<file path="config.mk">
export PLATFORM = sky130hd
export DESIGN_NAME = atx_fifo_bridge
export DESIGN_NICKNAME = d
export VERILOG_FILES = /design/src/rtl/atx_pkg.sv /design/src/rtl/atx_store.sv /design/src/rtl/atx_burst.sv /design/src/rtl/atx_host_req.sv /design/src/rtl/atx_fifo_bridge.sv
export SDC_FILE = /design/constraint.sdc
export NUM_CORES = 2
export LEC_CHECK = 0
export CAP_MARGIN = 5
export CORE_MARGIN = 10
export CORE_UTILIZATION = 55
export CTS_BUF_LIST = sky130_fd_sc_hd__clkbuf_2 sky130_fd_sc_hd__clkbuf_4 sky130_fd_sc_hd__clkbuf_8
export CTS_CLUSTER_DIAMETER = 200
export DETAILED_ROUTE_END_ITERATION = 16
export DONT_BUFFER_PORTS = 1
export PLACE_DENSITY = 0.7
export SYNTH_ARGS = -nofsm -noshare
export SYNTH_HDL_FRONTEND = slang
export SYNTH_SLANG_ARGS = --single-unit
</file>
<file path="constraint.sdc">
create_clock -name clk -period 7.3 [get_ports clk]
set_input_delay 0.365 -clock clk [delete_from_list [all_inputs] [get_ports clk]]
set_output_delay 0.365 -clock clk [all_outputs]
set_load 0.02 [all_outputs]
</file>
<file path="src/rtl/atx_pkg.sv">
package atx_pkg;

   // A burst length is usable only when it is nonzero and fits in the store.
   function automatic bit len_ok(input int unsigned len, input int unsigned depth);
      return (len != 0) && (len <= depth);
   endfunction

endpackage

</file>
<file path="src/rtl/atx_store.sv">
module atx_store #(
   parameter int DATA_W = 32,
   parameter int DEPTH  = 64,
   localparam int PTR_W = $clog2(DEPTH),
   localparam int CNT_W = $clog2(DEPTH) + 1
) (
   input  logic              clk,
   input  logic              rst_n,
   input  logic              flush,
   input  logic              push,
   input  logic [DATA_W-1:0] push_data,
   input  logic              pop,
   output logic [DATA_W-1:0] pop_data,
   output logic [CNT_W-1:0]  count,
   output logic              full
);

   logic [DATA_W-1:0] mem [DEPTH];
   logic [PTR_W-1:0]  wr_ptr, rd_ptr;
   logic              push_en;

   assign full     = (count == CNT_W'(DEPTH));
   assign push_en  = push && !full;
   assign pop_data = mem[rd_ptr];

   always_ff @(posedge clk) begin
      if (push_en) mem[wr_ptr] <= push_data;
   end

   always_ff @(posedge clk or negedge rst_n) begin
      if (!rst_n) begin
         wr_ptr <= '0;
         rd_ptr <= '0;
         count  <= '0;
      end else if (flush) begin
         wr_ptr <= '0;
         rd_ptr <= '0;
         count  <= '0;
      end else begin
         if (push_en) wr_ptr <= wr_ptr + PTR_W'(1);
         if (pop)     rd_ptr <= rd_ptr + PTR_W'(1);
         count <= count + CNT_W'(push_en) - CNT_W'(pop);
      end
   end

   // the count never exceeds the depth
   a_r8_count_bound: assert property (@(posedge clk) disable iff (!rst_n)
      count <= CNT_W'(DEPTH));

   // a write into a full store, with no pop, leaves the count alone
   a_r5_full_drop: assert property (@(posedge clk) disable iff (!rst_n)
      (push && full && !pop && !flush) |=> (count == $past(count)));

endmodule

</file>
<file path="src/rtl/atx_burst.sv">
module atx_burst #(
   parameter int CNT_W = 7
) (
   input  logic             clk,
   input  logic             rst_n,
   input  logic             flush,
   input  logic             active,
   input  logic             req,
   input  logic [CNT_W-1:0] burst_len,
   input  logic [CNT_W-1:0] count,
   output logic             pop
);

   logic [CNT_W-1:0] left_q;
   logic             pend_q;
   logic             busy, start;

   assign busy  = (left_q != '0);
   assign start = active && !busy && (pend_q || req) && (count >= burst_len);
   assign pop   = busy || start;

   always_ff @(posedge clk or negedge rst_n) begin
      if (!rst_n) begin
         left_q <= '0;
         pend_q <= 1'b0;
      end else if (flush) begin
         left_q <= '0;
         pend_q <= 1'b0;
      end else if (start) begin
         left_q <= burst_len - CNT_W'(1);
         pend_q <= 1'b0;
      end else if (busy) begin
         left_q <= left_q - CNT_W'(1);
      end else if (active && req) begin
         pend_q <= 1'b1;
      end
   end

   // a word is only taken from a non-empty store
   a_r3_pop_nonempty: assert property (@(posedge clk) disable iff (!rst_n)
      pop |-> (count != '0));

   // a held request never coexists with a running burst
   a_r4_pend_idle: assert property (@(posedge clk) disable iff (!rst_n)
      busy |-> !pend_q);

endmodule

</file>
<file path="src/rtl/atx_host_req.sv">
module atx_host_req #(
   parameter int DEPTH = 64,
   localparam int CNT_W = $clog2(DEPTH) + 1
) (
   input  logic             clk,
   input  logic             rst_n,
   input  logic             flush,
   input  logic             active,
   input  logic             push,
   input  logic [CNT_W-1:0] count,
   input  logic [CNT_W-1:0] thresh,
   output logic             pulse
);

   logic [CNT_W-1:0] t_eff, free, wr_since_q;
   logic             rearm_q;

   assign t_eff = (thresh == '0) ? CNT_W'(1) : thresh;
   assign free  = CNT_W'(DEPTH) - count;
   assign pulse = active && (rearm_q || (wr_since_q >= t_eff)) && (free >= t_eff);

   always_ff @(posedge clk or negedge rst_n) begin
      if (!rst_n) begin
         rearm_q    <= 1'b1;
         wr_since_q <= '0;
      end else if (flush) begin
         rearm_q    <= 1'b1;
         wr_since_q <= '0;
      end else if (pulse) begin
         rearm_q    <= 1'b0;
         wr_since_q <= CNT_W'(push);
      end else if (push && (wr_since_q != '1)) begin
         wr_since_q <= wr_since_q + CNT_W'(1);
      end
   end

   // with no write in between, a pulse is never repeated
   a_r7_single_pulse: assert property (@(posedge clk) disable iff (!rst_n)
      (pulse && !push) |=> !pulse);

endmodule

</file>
<file path="src/rtl/atx_fifo_bridge.sv">
module atx_fifo_bridge #(
   parameter int DATA_W = 32,
   parameter int DEPTH  = 64,
   localparam int CNT_W = $clog2(DEPTH) + 1
) (
   input  logic              clk,
   input  logic              rst_n,
   input  logic              cfg_enable,
   input  logic [CNT_W-1:0]  cfg_burst_len,
   input  logic [CNT_W-1:0]  cfg_host_thresh,
   input  logic              ovf_clear,
   input  logic              host_wr_valid,
   input  logic [DATA_W-1:0] host_wr_data,
   input  logic              per_tx_req,
   output logic              host_tx_req,
   output logic              per_wr_valid,
   output logic [DATA_W-1:0] per_wr_data,
   output logic [CNT_W-1:0]  status_count,
   output logic              status_ovf
);

   import atx_pkg::*;

   if (DATA_W < 1) begin : g_bad_width
      $error("atx_fifo_bridge: DATA_W must be positive");
   end
   if ((DEPTH < 2) || ((DEPTH & (DEPTH - 1)) != 0)) begin : g_bad_depth
      $error("atx_fifo_bridge: DEPTH must be a power of two, at least 2");
   end

   logic              active_q, active_d, flush;
   logic              pop, full, fifo_pulse, push, drop;
   logic [DATA_W-1:0] pop_data, out_data_q;
   logic              out_valid_q, ovf_q;
   logic [CNT_W-1:0]  count;

   assign active_d = cfg_enable && len_ok(32'(cfg_burst_len), DEPTH);
   assign flush    = !active_d;
   assign push     = active_q && host_wr_valid;
   assign drop     = push && full;

   atx_store #(.DATA_W(DATA_W), .DEPTH(DEPTH)) u_store (
      .clk(clk), .rst_n(rst_n), .flush(flush),
      .push(push), .push_data(host_wr_data),
      .pop(pop), .pop_data(pop_data),
      .count(count), .full(full)
   );

   atx_burst #(.CNT_W(CNT_W)) u_burst (
      .clk(clk), .rst_n(rst_n), .flush(flush), .active(active_q),
      .req(per_tx_req), .burst_len(cfg_burst_len), .count(count),
      .pop(pop)
   );

   atx_host_req #(.DEPTH(DEPTH)) u_hreq (
      .clk(clk), .rst_n(rst_n), .flush(flush), .active(active_q),
      .push(push && !full), .count(count), .thresh(cfg_host_thresh),
      .pulse(fifo_pulse)
   );

   always_ff @(posedge clk or negedge rst_n) begin
      if (!rst_n) begin
         active_q    <= 1'b0;
         out_valid_q <= 1'b0;
         out_data_q  <= '0;
         ovf_q       <= 1'b0;
      end else begin
         active_q    <= active_d;
         out_valid_q <= pop && !flush;
         if (pop) out_data_q <= pop_data;
         if (drop)           ovf_q <= 1'b1;
         else if (ovf_clear) ovf_q <= 1'b0;
      end
   end

   assign host_tx_req  = active_q ? fifo_pulse  : per_tx_req;
   assign per_wr_valid = active_q ? out_valid_q : host_wr_valid;
   assign per_wr_data  = active_q ? out_data_q  : host_wr_data;
   assign status_count = count;
   assign status_ovf   = ovf_q;

   // outside buffered mode nothing is stored
   a_r10_bypass_empty: assert property (@(posedge clk) disable iff (!rst_n)
      !active_q |-> (status_count == '0));

   // a discarded write raises the sticky flag
   a_r9_ovf_set: assert property (@(posedge clk) disable iff (!rst_n)
      drop |=> status_ovf);

endmodule

</file>
==> results.sh <==
export IMPL_outcome="complete, no violations"
export IMPL_arrival_ns=5.88
export IMPL_syn_inst=4183
export IMPL_remaining_drc_errors=0
export IMPL_yosys_register_bits=2118
export IMPL_die_area_um2=166000
export IMPL_synth_top_cell_area_share_pct=74.7
export IMPL_timing_final_max_slew_violations=0
export IMPL_fin_tns_setup_ns=0
export IMPL_grt_start_max_net_pins=109
export IMPL_via_per_inst=6.38
export IMPL_number_of_iterations_in_the_first_detailed_routing_pass=6
export IMPL_final_cell_mix="sky130_fd_sc_hd__edfxtp_1 (2,048), sky130_fd_sc_hd__mux2i_1 (516), sky130_fd_sc_hd__clkbuf_8 (360)"
export IMPL_cell_taking_the_most_area_after_synthesis="sky130_fd_sc_hd__edfxtp_1"
export IMPL_synthesis_nets=4273
export IMPL_max_freq_ghz=0.191
export IMPL_dp_final_hpwl_mm=104
export IMPL_gp_congestion=0.859
export IMPL_setup_worst_path_end_class="flop"
export IMPL_detailroute_via_count=42500
export IMPL_cts_htree_levels=5
export IMPL_synth_edf_count=2048
export IMPL_globalRouteTotalUtil_pct=24.6
export IMPL_power_net_switching_uw=6630
export IMPL_synth_top_cells_by_area="sky130_fd_sc_hd__edfxtp_1 (75%), sky130_fd_sc_hd__mux4_2 (6.8%), sky130_fd_sc_hd__mux2i_1 (6.3%)"
export IMPL_die_w_um=407
export IMPL_ir_worst_vdd_mv=0.239
export IMPL_top_level_ports=94
export IMPL_worst_hold_margin_ns=0.161
export IMPL_row_count=141
export IMPL_power_switching_share_pct=24.5
export IMPL_max_cap_viol_count=0
export IMPL_number_of_clock_buffers_inserted_by_tritoncts=342
export IMPL_final_common_cell="sky130_fd_sc_hd__edfxtp_1"
export IMPL_maxSlewHeadroom_pct=17.3
export IMPL_tritoncts_clock_tree="built"
export IMPL_worstMarginPinSlew_ns=1.24
export IMPL_layout_worst_path_cycle_share_pct=71.9
export IMPL_drt_initial_drc_count=5557
export IMPL_clk_latency_ns=1.00
export IMPL_die_height_um=407
export IMPL_setup_repair_after_global_routing_missed_its_margin="no"
export IMPL_layout_nets=4567
export IMPL_power_frac_seq_pct=50.3
export IMPL_fraction_of_power_consumed_by_the_clock_network_pct=36.2
export IMPL_wl_mm=205
export IMPL_hold_buffers=89
export IMPL_layout_min_cycle_time_ns=5.25
export IMPL_number_of_input_and_output_port_buffers_inserted=0
export IMPL_gr_usage_met3_pct=6.40
export IMPL_setup_viol=0
export IMPL_clockBufferDepth=4
export IMPL_worstHoldPathType="primary input to flop"
export IMPL_clock_root_buffer="sky130_fd_sc_hd__clkbuf_8"
export IMPL_clkSlewWorstSetupHoldPaths_ns=0.06
export IMPL_global_routing_met2_resource_utilization_pct=39.0
export IMPL_detail_route_wl_per_cell_um=30.8
export IMPL_hold_fails_final_rpt=0
export IMPL_power_combinational_fraction_pct=13.5
export IMPL_initial_antenna_violation_count=14
export IMPL_cp_max_fo=19
export IMPL_core_region_area_um2=148000
export IMPL_grt_ovf=0
export IMPL_synth_yosys_warnings=0
export IMPL_path_class="flop to flop"
export IMPL_power_leakage_uw=0.0288
export IMPL_grt_pass1_vias=42700
export IMPL_timing_critical_path_required_ns=7.93
export IMPL_clock_sinks=2118
export IMPL_synth_area_per_cell_um2=19.7
export IMPL_post_cts_buffers=0
export IMPL_p_int_uw=20400
export IMPL_syn2layout_area_growth_pct=12.9
export IMPL_power_density_nw_per_um2=291
export IMPL_clock_skew_final_ns=0.0472
export IMPL_post_route_cells_drive_above_1_share_pct=21.8
export IMPL_yosysSeqAreaShare_pct=76.8
export IMPL_floorplan_initialDensity_pct=55.6
export IMPL_post_layout_nonfiller_instances=6661
export IMPL_final_fill_count=10100
export IMPL_busiest_layer="met2"
export IMPL_first_pass_grt_wire_length_mm=296
export IMPL_postSynth_topFlopCell="sky130_fd_sc_hd__edfxtp_1"
export IMPL_dp_cells=5974
export IMPL_grtUsageMet1_pct=33.7
export IMPL_synthesis_area_um2=82400
export IMPL_count_of_unique_library_cells_instantiated_by_yosys=59
export IMPL_setup_worst_path_start_class="flop"
export IMPL_post_route_antenna_net_violation_count=0
export IMPL_post_layout_total_power_uw=27000
export IMPL_postCtsResizedCells=0
export IMPL_postSynth_asyncResetShare_pct=3.31
-- synth_stat cells, drive strengths merged, types with 37 or more instances --
cell and count:
edfxtp 2048, mux2i 516, a22oi 353, mux4 256, buf 139, nand3 109, clkbuf 105, nor2 94
o21ai 76, nand4 71, dfrtp 69, nand2 57, ha 37
-- worst paths after layout --
path                                       startpoint                       endpoint  slack, ns  cells past startpoint
max in group asynchronous                       rst_n  u_store.rd_ptr[1]$_DFFE_PN0P_       6.32                      4
min in group asynchronous                       rst_n     u_hreq.rearm_q$_DFFE_PN1P_       0.54                      3
min reg2reg                 out_data_q[3]$_DFFE_PN0P_      out_data_q[3]$_DFFE_PN0P_       0.48                      2
max reg2reg                u_store.count[1]$_DFF_PN0_  u_store.mem[38][20]$_DFFE_PP_       2.05                      9
max                        u_store.count[1]$_DFF_PN0_  u_store.mem[38][20]$_DFFE_PP_       2.05                      9
min                                cfg_host_thresh[2]     u_hreq.rearm_q$_DFFE_PN1P_       0.16                      6
-- stage by stage --
stage | setup slack, ns | utilization (%) | instance area [um^2]
global route | 1.93 | 62.7 | 93000
global placement | 2.44 | 57.3 | 85000
CTS | 2.22 | 62.7 | 92900
finish | 2.05 | 62.7 | 93000
floorplan | 3.56 | - | 82400
detailed placement | 2.25 | 57.3 | 85000
-- state kept, by name, indices dropped and copies added, names as in the netlist, 6 cells and up --
register,count
out_data_q,32
u_store.rd_ptr,6
u_burst.left_q,7
u_store.mem,2048
u_store.wr_ptr,6
u_hreq.wr_since_q,7
u_store.count,7
-- kinds of logic (layout without fill, tap and decap cells) --
kind of cell | Yosys count | count (layout) | share of synthesized area (%)
other cells | 0 | 15 | 0
simple gates | 375 | 375 | 2.27
compound gates | 544 | 544 | 4.68
buf+inv | 279 | 812 | 1.65
fa+ha+maj | 38 | 38 | 0.586
xor+xnor | 24 | 24 | 0.255
mux | 805 | 805 | 13.8
flops | 2118 | 2118 | 76.8
-- worst max-delay path, stage by stage (launching register included) --
cell,delay [ns]
sky130_fd_sc_hd__dfrtp_1,0.58
sky130_fd_sc_hd__inv_1,0.16
sky130_fd_sc_hd__ha_1,0.26
sky130_fd_sc_hd__nand4_1,0.12
sky130_fd_sc_hd__nor2b_1,0.86
sky130_fd_sc_hd__inv_1,0.37
sky130_fd_sc_hd__nor2_1,0.31
sky130_fd_sc_hd__nand3_1,0.79
sky130_fd_sc_hd__nor2_4,0.83
sky130_fd_sc_hd__buf_4,0.56
-- per-layer routing --
layer  up-vias  part of all wire [%]
met5         -                     0
met4         0                   2.5
met3       314                    10
met2      2249                    48
met1     22000                    39
li1      17900                     -
-- layout make-up --
class	instances	area (um^2)	area share (%)
Sequential cell	2118	63300	68.0
Multi-Input combinational cell	1786	18300	19.7
Tap cell	1930	2410	2.60
Antenna cell	15	37.5	0.0404
Clock inverter	109	654	0.704
Timing Repair Buffer	194	2360	2.54
Inverter	35	131	0.141
Clock buffer	474	5810	6.25
-- power groups by stage --
stage	clock [uW]	combinational (uW)	sequential, uW
5_1_grt	10500	3930	13600
6_report	9790	3650	13600
3_5_place_dp	0	3350	13800
4_1_cts	9930	3650	13600
3_3_place_gp	0	3320	13800
2_1_floorplan	0	2770	13800
(Power assumes the default switching activity.)
